## src/rtl/tmds_align_pkg.sv

```systemverilog
// Shared constants, control token test and state type for the TMDS word aligner.
// Assumes 10-bit TMDS symbols sent least-significant bit first.
package tmds_align_pkg;

    localparam int SYM_W   = 10;
    localparam int WIN_W   = 2 * SYM_W;
    localparam int NUM_OFF = SYM_W + 1;
    localparam int OFF_W   = $clog2(NUM_OFF);

    localparam logic [SYM_W-1:0] CTRL_TOK_0 = 10'b1101010100;
    localparam logic [SYM_W-1:0] CTRL_TOK_1 = 10'b0010101011;
    localparam logic [SYM_W-1:0] CTRL_TOK_2 = 10'b0101010100;
    localparam logic [SYM_W-1:0] CTRL_TOK_3 = 10'b1010101011;

    // True when a symbol equals one of the four control tokens.
    function automatic logic is_ctrl_token(input logic [SYM_W-1:0] sym);
        return (sym == CTRL_TOK_0) || (sym == CTRL_TOK_1) ||
               (sym == CTRL_TOK_2) || (sym == CTRL_TOK_3);
    endfunction

    typedef enum logic {
        ST_HUNT   = 1'b0,
        ST_LOCKED = 1'b1
    } lock_state_e;

endpackage

```

## src/rtl/tmds_slice_match.sv

```systemverilog
// Compares every 10-bit slice of the 20-bit window against the control tokens.
// Assumes window = {current word, previous word}; purely combinational.
module tmds_slice_match
    import tmds_align_pkg::*;
(
    input  logic [WIN_W-1:0]   window,
    output logic [NUM_OFF-1:0] hit_vec
);

    // One comparator per bit offset.
    generate
        for (genvar k = 0; k < NUM_OFF; k++) begin : g_slice
            assign hit_vec[k] = is_ctrl_token(window[k+SYM_W-1:k]);
        end
    endgenerate

endmodule

```

## src/rtl/tmds_first_hit.sv

```systemverilog
// Priority encoder: reports whether any offset matched and the lowest one that did.
// Assumes hit_vec bit k stands for offset k; purely combinational.
module tmds_first_hit
    import tmds_align_pkg::*;
(
    input  logic [NUM_OFF-1:0] hit_vec,
    output logic               any_hit,
    output logic [OFF_W-1:0]   first_idx
);

    // Scan from the top down so the lowest set offset is the last one written.
    always_comb begin
        any_hit   = |hit_vec;
        first_idx = '0;
        for (int k = NUM_OFF - 1; k >= 0; k--) begin
            if (hit_vec[k]) begin
                first_idx = OFF_W'(k);
            end
        end
    end

endmodule

```

## src/rtl/tmds_lock_ctrl.sv

```systemverilog
// Hunt and lock state machine for the word boundary.
// Hunting: builds a streak of token words on one lowest offset; locks at LOCK_COUNT.
// Locked: counts consecutive words without a token at the locked offset; drops at MISS_LIMIT.
// Assumes LOCK_COUNT >= 1 and MISS_LIMIT >= 1.
module tmds_lock_ctrl
    import tmds_align_pkg::*;
#(
    parameter int LOCK_COUNT = 4,
    parameter int MISS_LIMIT = 64
) (
    input  logic               clk,
    input  logic               rst_n,
    input  logic [NUM_OFF-1:0] hit_vec,
    input  logic               any_hit,
    input  logic [OFF_W-1:0]   first_idx,
    output logic               locked,
    output logic [OFF_W-1:0]   lock_off
);

    localparam int CNT_W  = $clog2(LOCK_COUNT + 1);
    localparam int MISS_W = $clog2(MISS_LIMIT + 1);
    localparam logic [CNT_W-1:0]  LOCK_TGT  = CNT_W'(LOCK_COUNT);
    localparam logic [MISS_W-1:0] MISS_LAST = MISS_W'(MISS_LIMIT - 1);

    lock_state_e       state_q, state_d;
    logic [OFF_W-1:0]  cand_q, cand_d;
    logic [OFF_W-1:0]  off_q, off_d;
    logic [CNT_W-1:0]  cnt_q, cnt_d;
    logic [MISS_W-1:0] miss_q, miss_d;
    logic [CNT_W-1:0]  streak;
    logic              hit_at_lock;

    // Token present at the currently locked offset.
    assign hit_at_lock = |(hit_vec & (NUM_OFF'(1) << off_q));

    // Streak length if the current word matches.
    assign streak = ((cnt_q != '0) && (first_idx == cand_q)) ? cnt_q + CNT_W'(1) : CNT_W'(1);

    // Next-state decision for hunting and locked operation.
    always_comb begin
        state_d = state_q;
        cand_d  = cand_q;
        off_d   = off_q;
        cnt_d   = cnt_q;
        miss_d  = miss_q;
        case (state_q)
            ST_HUNT: begin
                if (any_hit) begin
                    if (streak == LOCK_TGT) begin
                        state_d = ST_LOCKED;
                        off_d   = first_idx;
                        cnt_d   = '0;
                        miss_d  = '0;
                    end else begin
                        cand_d = first_idx;
                        cnt_d  = streak;
                    end
                end
            end
            ST_LOCKED: begin
                if (hit_at_lock) begin
                    miss_d = '0;
                end else if (miss_q == MISS_LAST) begin
                    state_d = ST_HUNT;
                    miss_d  = '0;
                    cnt_d   = '0;
                end else begin
                    miss_d = miss_q + MISS_W'(1);
                end
            end
            default: state_d = ST_HUNT;
        endcase
    end

    // State registers with synchronous active-low reset.
    always_ff @(posedge clk) begin
        if (!rst_n) begin
            state_q <= ST_HUNT;
            cand_q  <= '0;
            off_q   <= '0;
            cnt_q   <= '0;
            miss_q  <= '0;
        end else begin
            state_q <= state_d;
            cand_q  <= cand_d;
            off_q   <= off_d;
            cnt_q   <= cnt_d;
            miss_q  <= miss_d;
        end
    end

    assign locked   = (state_q == ST_LOCKED);
    assign lock_off = off_q;

endmodule

```

## src/rtl/tmds_word_aligner.sv

```systemverilog
// Top of the TMDS word boundary aligner.
// Keeps the previous raw word, searches all 11 offsets of the 20-bit window in
// parallel, locks a boundary and registers the selected slice once.
// Assumes raw_word holds consecutive deserializer words, bit 0 received first.
module tmds_word_aligner
    import tmds_align_pkg::*;
#(
    parameter int LOCK_COUNT = 4,
    parameter int MISS_LIMIT = 64
) (
    input  logic             clk,
    input  logic             rst_n,
    input  logic [SYM_W-1:0] raw_word,
    output logic [SYM_W-1:0] aligned_word,
    output logic             aligned_valid,
    output logic [OFF_W-1:0] bit_offset
);

    logic [SYM_W-1:0]   prev_q;
    logic [WIN_W-1:0]   window;
    logic [WIN_W-1:0]   shifted;
    logic [NUM_OFF-1:0] hit_vec;
    logic               any_hit;
    logic [OFF_W-1:0]   first_idx;
    logic               locked;
    logic [OFF_W-1:0]   lock_off;
    logic [SYM_W-1:0]   word_q;
    logic               valid_q;

    // Holds the previous raw word for the window.
    always_ff @(posedge clk) begin
        if (!rst_n) begin
            prev_q <= '0;
        end else begin
            prev_q <= raw_word;
        end
    end

    assign window = {raw_word, prev_q};

    tmds_slice_match u_match (
        .window  (window),
        .hit_vec (hit_vec)
    );

    tmds_first_hit u_first (
        .hit_vec   (hit_vec),
        .any_hit   (any_hit),
        .first_idx (first_idx)
    );

    tmds_lock_ctrl #(
        .LOCK_COUNT (LOCK_COUNT),
        .MISS_LIMIT (MISS_LIMIT)
    ) u_ctrl (
        .clk       (clk),
        .rst_n     (rst_n),
        .hit_vec   (hit_vec),
        .any_hit   (any_hit),
        .first_idx (first_idx),
        .locked    (locked),
        .lock_off  (lock_off)
    );

    // Slice selection at the locked offset.
    assign shifted = window >> lock_off;

    // Output stage: register the selected slice, zero while unlocked.
    always_ff @(posedge clk) begin
        if (!rst_n) begin
            word_q  <= '0;
            valid_q <= 1'b0;
        end else begin
            word_q  <= locked ? shifted[SYM_W-1:0] : '0;
            valid_q <= locked;
        end
    end

    assign aligned_word  = word_q;
    assign aligned_valid = valid_q;
    assign bit_offset    = lock_off;

endmodule

```

## config.mk

```make
export PLATFORM = sky130hd
export DESIGN_NAME = tmds_word_aligner
export DESIGN_NICKNAME = d
export VERILOG_FILES = /design/src/rtl/tmds_align_pkg.sv /design/src/rtl/tmds_slice_match.sv /design/src/rtl/tmds_first_hit.sv /design/src/rtl/tmds_lock_ctrl.sv /design/src/rtl/tmds_word_aligner.sv
export SDC_FILE = /design/constraint.sdc
export NUM_CORES = 1
export LEC_CHECK = 0
export BUFFER_PORTS_ARGS = -buffer_cell sky130_fd_sc_hd__buf_4
export CORE_MARGIN = 10
export CORE_UTILIZATION = 50
export DETAILED_ROUTE_END_ITERATION = 6
export PLACE_DENSITY_LB_ADDON = 0.12
export REMOVE_ABC_BUFFERS = 1
export SETUP_SLACK_MARGIN = 0.1
export SLEW_MARGIN = 25
export SYNTH_ARGS = -nofsm -noshare
export SYNTH_HDL_FRONTEND = slang
export SYNTH_SLANG_ARGS = --single-unit
export TNS_END_PERCENT = 100
```

## constraint.sdc

```tcl
create_clock -name clk -period 3 [get_ports clk]
set_clock_uncertainty 0.1 [all_clocks]
set_input_delay 0.45 -clock clk [delete_from_list [all_inputs] [get_ports clk]]
set_output_delay 0.45 -clock clk [all_outputs]
set_load 0.01 [all_outputs]
```

==> results.md, run 1 <==
- Layout fillers: 526
- Die ar.: 0.00925 sq mm
- Placed wire-length estimate: 5750 um
- TritonCTS sink count: 40
- Net total in the final layout: 397
- Worst Setup End Kind: register
- Post-synthesis sequential element count: 40
- FF-to-FF setup slack: 0.20 ns
- Average footprint of a synthesized cell: 8.34 sq um
- Ratio of final minimum period to clock period: 93.4%
- Critical path peak fanout: 6
- Area Growth Syn to Fin: 18.2%
- Required time at the endpoint of the critical path: 3.13 ns
- Number of buffers inserted for hold repair after clock tree synthesis: 0
- Via count of the routed design: 2700
- Most area-hungry cell type in the Yosys netlist: sky130_fd_sc_hd__dfxtp_1
- Clock insertion delay at the later pin of the skew report: 0.30 ns
- Hold EP: prev_q[9]
- Yosys Warn Count: 0
- Routed WL per cell: 16.7 um
- Total I/O pin count: 27
- Leakage Power: 0.00134 uW
- End of the worst register-to-register path: u_ctrl.miss_q[3]
- Effective utilization at floorplan: 52.1%
- Proportion of register bits with asynchronous set or reset after synthesis: 0%
- Hold wc startpoint: raw_word[9]
- Cell count after synthesis: 348
- Number of standard-cell rows in the floorplan: 27
- Final Critical Period: 2.80 ns
- Area share of the largest cell type after synthesis: 27.6%
- Cell at the root of the clock tree: sky130_fd_sc_hd__clkbuf_8
- Footprint of the multi-input gates: 0.00197 sq mm
- Proportion of layout cells with a drive suffix above 1: 23.8%
- Area of all placed cells without fillers: 0.00343 sq mm
- CP Launch Type: register
- Final hold vios: 0
- Sum of negative setup slack: 0 ns
- Final count of pins violating max slew: 0
- Flip-flop cell with the highest count after synthesis: sky130_fd_sc_hd__dfxtp_1
- FF/Latch Area: 806 sq um
- Maximum frequency from static timing analysis: 0.357 GHz
- Hold Crit Depth: 2
- Startpoint of the worst-slack reg-to-reg timing path: prev_q[7]
- Post-synthesis cell type count: 71
- Number of global-route vias before repair: 2632
- Maximum number of pins on one net before global-route repair: 28
- Number of max-cap violations: 0
- Total power per unit cell area: 336 mW/mm^2
- Die width: 96.2 um
- Global-route wire length before repair: 13000 um
- Peak VDD IR: 0.000188 V
- Slew @ Worst Pin: 0.464 ns
- Routed Wire Length: 7600 um
- Per-cell via count in the routed design: 5.93
- Netlist Area Pre-Place: 0.00290 sq mm
- Drc violations: 0
- Setup slack after placement: 0.0333 ns
- Number of cell instances on the worst register-to-register path: 9
- TritonCTS clock tree: done
- Sequential cell area fraction in the yosys report: 27.6%
- Total routing resource utilization after global routing: 17.4%
- Number of buffers created by CTS: 5
- Antenna diode instance count: 0
- Antenna violations before repair: 0
- CTS HTree Levels: 2
- RD Place Congestion: 0.922
- Worst Setup Path Type: reg -> reg
- Largest cells by area after synthesis: sky130_fd_sc_hd__dfxtp_1 28%, sky130_fd_sc_hd__mux2i_1 7.2%, sky130_fd_sc_hd__mux4_2 6.2%
- Run status: completed
- Number of enable-type register cells in the synthesized netlist: 0
- Max clock buf depth: 2
- Placed cell area: 0.00327 sq mm
- DR pass1 iterations: 4
- Worst Hold Class: in -> reg
- Count of final setup violators: 0
- Unrepaired setup endpoints after global routing: true
- Total grt overflow: 0
- CORE AREA: 0.00557 sq mm
- Post-DRT Antenna Nets: 0
- Clock transition at the register clock pins on the worst setup and hold paths after CTS: 0.08 ns
- Data arrival time of the critical path: 2.93 ns
- Die Ht: 96.2 um
- Number of buffers added on ports: 26
- Final setup slack of the worst path: 0.198 ns
- Initial DRC Count: 216
- Max_slew headroom: 69.1%
cells in the mapped netlist, drive strengths merged (3+ instances only):
library cell / number
a211oi: 11
a21o: 5
a21oi: 14
a311oi: 5
and2: 13
and3: 4
buf: 6
clkbuf: 18
dfxtp: 40
ha: 3
inv: 16
mux2: 4
mux2i: 21
mux4: 8
nand2: 37
nand2b: 8
nand3: 12
nand3b: 8
nand4bb: 3
nor2: 27
nor2b: 4
nor3: 7
o21ai: 15
o22ai: 5
o31ai: 4
or4: 5
xnor2: 3
cell families after synthesis:
logic type	count (synthesis)	share of synthesized area, %
DFF	40	27.6
buffers and inverters	41	5.61
AOI/OAI and AO/OA	84	21.3
xor gates and xnor gates	5	1.51
and+or+nand+nor	142	27.6
muxes	33	15.0
adders and majority gates	3	1.29
per-layer routing:
| layer | up-vias | GRT usage, % | wire length, um |
|---|---|---|---|
| met2 | 60 | 27.5 | 3520 |
| li1 | 1351 | - | - |
| met5 | - | 0 | 0 |
| met4 | 0 | 4.42 | 77 |
| met1 | 1280 | 23.1 | 3530 |
| met3 | 9 | 4.44 | 471 |
sequential cells by signal (all words and copies together) (netlist names):
name             cells
aligned_valid        1
aligned_word        10
u_ctrl.lock_off      4
prev_q              10
u_ctrl.miss_q        7
u_ctrl.locked        1
u_ctrl.cnt_q         3
u_ctrl.cand_q        4
placed cells by master (no fill, tap or decap), types with 2 or more instances in the layout:
| master | synthesis | final |
|---|---|---|
| sky130_fd_sc_hd__o32ai_1 | 2 | 2 |
| sky130_fd_sc_hd__buf_4 | 2 | 50 |
| sky130_fd_sc_hd__nor3_1 | 6 | 6 |
| sky130_fd_sc_hd__nand2b_1 | 7 | 7 |
| sky130_fd_sc_hd__mux2_2 | 4 | 4 |
| sky130_fd_sc_hd__or4_1 | 4 | 3 |
| sky130_fd_sc_hd__ha_1 | 3 | 3 |
| sky130_fd_sc_hd__nor4_1 | 2 | 2 |
| sky130_fd_sc_hd__nor4bb_1 | 2 | 2 |
| sky130_fd_sc_hd__a21oi_1 | 14 | 14 |
| sky130_fd_sc_hd__xor2_1 | 2 | 2 |
| sky130_fd_sc_hd__nand4_1 | 2 | 2 |
| sky130_fd_sc_hd__nand2_1 | 37 | 37 |
| sky130_fd_sc_hd__clkbuf_8 | 0 | 5 |
| sky130_fd_sc_hd__dfxtp_1 | 40 | 38 |
| sky130_fd_sc_hd__a311oi_1 | 5 | 5 |
| sky130_fd_sc_hd__or3b_4 | 2 | 2 |
| sky130_fd_sc_hd__inv_1 | 16 | 16 |
| sky130_fd_sc_hd__or4_4 | 1 | 2 |
| sky130_fd_sc_hd__and3_1 | 4 | 4 |
| sky130_fd_sc_hd__nor2b_1 | 4 | 4 |
| sky130_fd_sc_hd__o21ai_1 | 5 | 5 |
| sky130_fd_sc_hd__nor2_1 | 27 | 27 |
| sky130_fd_sc_hd__xnor2_1 | 3 | 3 |
| sky130_fd_sc_hd__o31ai_1 | 4 | 4 |
| sky130_fd_sc_hd__o22ai_1 | 5 | 5 |
| sky130_fd_sc_hd__a21o_1 | 5 | 5 |
| sky130_fd_sc_hd__o21ai_0 | 9 | 9 |
| sky130_fd_sc_hd__o211ai_1 | 2 | 2 |
| sky130_fd_sc_hd__mux4_2 | 8 | 8 |
| sky130_fd_sc_hd__nand3b_1 | 8 | 8 |
| sky130_fd_sc_hd__and2_1 | 13 | 13 |
| sky130_fd_sc_hd__a211oi_1 | 11 | 11 |
| sky130_fd_sc_hd__mux2i_1 | 21 | 21 |
| sky130_fd_sc_hd__nand3_1 | 10 | 10 |
| sky130_fd_sc_hd__nand4bb_1 | 3 | 2 |
final cells by class:
cell class                 instances  area share (%)
clock inverter                     3            1.35
sequential                        40            23.5
multi-input combinational        267            57.4
timing repair buffer              51            11.3
clock buffer                       5            2.01
inverter                          17            1.86
tap                               72            2.63
repair_timing:
action	4_1_cts	5_1_grt
endpoints found under the setup margin	8	19
resized for setup	1	7
setup buffers	1	0
cloned	0	0
hold endpoints to repair	0	0
pin swaps	1	3
per-stage QoR:
stage | std cells | hold slack [ns] | total power (uW) | util [%]
CTS | 455 | 0.289 | 1150 | 60.9
global route | 455 | 0.304 | 1200 | 61.5
floorplan | 324 | 0.342 | 633 | -
global placement | 446 | 0.362 | 696 | 58.6
finish | 455 | 0.293 | 1150 | 61.5
detailed placement | 446 | 0.372 | 697 | 58.6
power breakdown:
| group | switching (uW) | leakage (uW) | total (uW) | internal (uW) |
|---|---|---|---|---|
| Sequential | 11.4 | 0.000326 | 550 | 538 |
| Combinational | 76.7 | 0.000957 | 141 | 64.7 |
| Clock | 210 | 0.0000548 | 461 | 251 |
| Total | 299 | 0.00134 | 1150 | 854 |
how the worst max path moves through the flow:
| stage | from | endpoint | slack (ns) | cells after the start |
|---|---|---|---|---|
| after floorplan | prev_q[6] | u_ctrl.cnt_q[0] | 0.22 | 8 |
| after global placement | raw_word[2] | u_ctrl.miss_q[1] | 0.08 | 10 |
| after detailed placement | raw_word[2] | u_ctrl.miss_q[1] | 0.03 | 10 |
| after CTS | prev_q[7] | u_ctrl.miss_q[1] | 0.15 | 9 |
| after global routing | prev_q[7] | u_ctrl.miss_q[4] | 0.08 | 9 |
| final | prev_q[7] | u_ctrl.miss_q[3] | 0.20 | 9 |
critical path, cell delays in order (launching register included):
cell,delay (ns)
sky130_fd_sc_hd__dfxtp_1,0.36
sky130_fd_sc_hd__or3b_4,0.43
sky130_fd_sc_hd__or4_4,0.52
sky130_fd_sc_hd__o21ai_4,0.20
sky130_fd_sc_hd__o41a_1,0.18
sky130_fd_sc_hd__or3_1,0.15
sky130_fd_sc_hd__a221oi_4,0.07
sky130_fd_sc_hd__buf_6,0.15
sky130_fd_sc_hd__a311o_2,0.42
sky130_fd_sc_hd__o22ai_1,0.15
(Power assumes the default switching activity.)
==> run 2, diff against run 1 <==
--- a/config.mk
+++ b/config.mk
@@ -7,7 +7,7 @@
 export LEC_CHECK = 0
 export BUFFER_PORTS_ARGS = -buffer_cell sky130_fd_sc_hd__buf_4
 export CORE_MARGIN = 10
-export CORE_UTILIZATION = 50
+export CORE_UTILIZATION = 40
 export DETAILED_ROUTE_END_ITERATION = 6
 export PLACE_DENSITY_LB_ADDON = 0.12
 export REMOVE_ABC_BUFFERS = 1
==> run 2 against run 1 <==
Net effect: core utilization shrank 11 points; non-clock buffer count up 3; hold slack better by 0.0026 ns; setup slack improved by 0.00091 ns; combinational power about the same; total power is 0.27% higher; via count decreased by 2.1%; cell count grew 5.9%; first-iteration DRC count decreased by 29%; critical endpoint is now u_ctrl.miss_q[1].
==> results.md, run 2 (same netlist as run 1, synthesis figures left out) <==
- Sum of negative setup slack: 0 ns (unchanged)
- Initial DRC Count: 153 (-29%)
- Detailed route wirelength on metal3: 406 um (-14%)
- Logic pwr share: 12.2% (about the same)
- Total routing resource utilization after global routing: 13.7% (-3.7 points)
- Worst path max stage delay: 0.52 ns (about the same)
- Cell at the root of the clock tree: sky130_fd_sc_hd__clkbuf_8
- CORE AREA: 0.00691 sq mm (+24%)
- Top delay family on crit path: compound AO/OA/AOI/OAI gates
- Max clock buf depth: 2 (unchanged)
- Net total in the final layout: 400 (+0.76%)
- Cell count after placement: 472 (+5.8%)
- Data arrival time of the critical path: 2.89 ns (-0.04 ns)
- Crit. Startpoint: prev_q[6]
- Post-DRT Antenna Nets: 0 (unchanged)
- Maximum number of pins on one net before global-route repair: 28 (unchanged)
- Die Ht: 105 um (+9.4%)
- Final setup slack of the worst path: 0.199 ns (+0.000913 ns)
- Cell Chain, Critical Path: or3b_4 -> or4_4 -> o21ai_4 -> o41a_1 -> o21ai_1 -> a221oi_4 -> buf_6 -> a311o_2 -> o22ai_1
- Effective utilization at floorplan: 42.0% (-10 points)
- Buf/Inv on CP: 1 (unchanged)
- Count of final setup violators: 0 (unchanged)
- Met2 Wirelength: 3280 um (-6.8%)
- Total power per unit cell area: 333 mW/mm^2 (-0.85%)
- Number of max-cap violations: 0 (unchanged)
- Number of buffers added on ports: 26 (unchanged)
- Critical path peak fanout: 6 (unchanged)
- Final Critical Period: 2.80 ns (-0.000913 ns)
- Stages on worst setup path: 9 (unchanged)
- Highest-count cells in the layout ignoring fill and taps: 53 x sky130_fd_sc_hd__buf_4, 37 x sky130_fd_sc_hd__nand2_1, 37 x sky130_fd_sc_hd__dfxtp_1
- Unrepaired setup endpoints after global routing: false
- Leakage Power: 0.00135 uW (+0.83%)
- Routed metal-1 wirelength: 3880 um (+10%)
- TritonCTS sink count: 40 (unchanged)
- Clock transition at the register clock pins on the worst setup and hold paths after CTS: 0.09 ns (about the same)
- Die ar.: 0.0111 sq mm (+20%)
- CTS HTree Levels: 2 (unchanged)
- Clock insertion delay at the later pin of the skew report: 0.30 ns (about the same)
- Slew @ Worst Pin: 0.492 ns (+0.0274 ns)
- Reg power frac: 47.5% (-0.2 points)
- Post-layout total power: 1160 uW (+0.27%)
- Internal Dissipation: 854 uW (about the same)
- Routed Wire Length: 7640 um (+0.58%)
- Required time at the endpoint of the critical path: 3.09 ns (-0.04 ns)
- Via count of the routed design: 2643 (-2.1%)
- Cell type of the slowest stage on the worst timing path: sky130_fd_sc_hd__or4_4
- CP Launch Type: register
- Run status: completed
- Ratio of final minimum period to clock period: 93.4% (about the same)
- Drc violations: 0 (unchanged)
- Peak VDD IR: 0.000200 V (+6.4%)
- Area Growth Syn to Fin: 19.5%
- Final count of pins violating max slew: 0 (unchanged)
- Hold Crit Depth: 2 (unchanged)
- Routed WL per cell: 15.8 um (-5.1%)
- Total I/O pin count: 27 (unchanged)
- Total grt overflow: 0 (unchanged)
- Number of buffers created by CTS: 5 (unchanged)
- Max_slew headroom: 66.7% (-2.3 points)
- RD Place Congestion: 0.887 (-3.8%)
- Worst Hold Class: in -> reg
- Switching share of power: 26.1% (+0.17 points)
- Power share of the clock group: 40.3% (+0.3 points)
- Per-cell via count in the routed design: 5.48 (-7.6%)
- Hold wc startpoint: raw_word[9]
- TritonCTS clock tree: done
- Count of placed standard cells in the final layout, fillers left out: 482 (+5.9%)
- Worst Setup End Kind: register
- Global-route wire length before repair: 12800 um (-1.3%)
- Number of standard-cell rows in the floorplan: 30 (+11%)
- Antenna diode instance count: 0 (unchanged)
- Antenna violations before repair: 0 (unchanged)
- Number of global-route vias before repair: 2500 (-5.0%)
- Startpoint of the worst-slack reg-to-reg timing path: prev_q[6]
- Number of cell instances on the worst register-to-register path: 9 (unchanged)
- DR pass1 iterations: 4 (unchanged)
- Placed wire-length estimate: 5920 um (+2.8%)
- Final hold vios: 0 (unchanged)
- Most frequent standard cell in the layout excluding fill and tap cells: sky130_fd_sc_hd__buf_4
- Maximum frequency from static timing analysis: 0.357 GHz (about the same)
- Net Switching: 301 uW (+0.94%)
- Max layer used: met4
- Worst Setup Path Type: reg -> reg
- Setup slack after placement: 0.0611 ns (+0.0278 ns)
- Proportion of layout cells with a drive suffix above 1: 24.6% (+0.85 points)
- Die width: 105 um (+9.4%)
- FF-to-FF setup slack: 0.20 ns (about the same)
run 2: layout make-up:
cell class	instances	area, sq um
Timing Repair Buffer	54	409
Multi-Input combinational cell	267	1950
Clock inverter	3	46.3
Clock buffer	5	68.8
Sequential cell	40	805
Tap cell	96	120
Inverter	17	63.8
Fill cell	691	3440
run 2: per-stage QoR:
step	utilization, %	cell area (sq um)	hold WS (ns)
3_5_place_dp	48.0	3310	0.365
2_1_floorplan	-	2800	0.342
6_report	50.2	3470	0.296
4_1_cts	49.9	3450	0.278
3_3_place_gp	48.0	3310	0.359
5_1_grt	50.2	3470	0.298
run 2: worst paths after layout:
path | end
min reg2reg | u_ctrl.cnt_q[1]
min | prev_q[9]
max reg2reg | u_ctrl.miss_q[1]
max | u_ctrl.miss_q[1]
run 2: layer usage:
metal | vias up | track usage [%]
met1 | 1226 | 19.5
met4 | 0 | 3.33
li1 | 1359 | -
met5 | - | 0
met3 | 6 | 2.76
met2 | 52 | 20.3
run 2: what timing repair did:
action | CTS | global route
setup buffers | 1 | 1
hold buffers | 0 | 0
endpoints found under the setup margin | 8 | 15
pin swaps | 4 | 3
resized for setup | 3 | 5
run 2: power groups by stage:
stage                     combinational, uW  sequential (uW)  clock (uW)
after global routing                    155              551         498
final                                   141              550         466
after detailed placement                138              561           0
after CTS                               140              549         482
after global placement                  138              561           0
after floorplan                        69.8              563           0
run 2: worst register-to-register path: stages, from the launching register on:
cell and delay (ns):
sky130_fd_sc_hd__dfxtp_2 0.35, sky130_fd_sc_hd__or3b_4 0.43, sky130_fd_sc_hd__or4_4 0.52, sky130_fd_sc_hd__o21ai_4 0.18, sky130_fd_sc_hd__o41a_1 0.23, sky130_fd_sc_hd__o21ai_1 0.10
sky130_fd_sc_hd__a221oi_4 0.27, sky130_fd_sc_hd__buf_6 0.16, sky130_fd_sc_hd__a311o_2 0.25, sky130_fd_sc_hd__o22ai_1 0.10
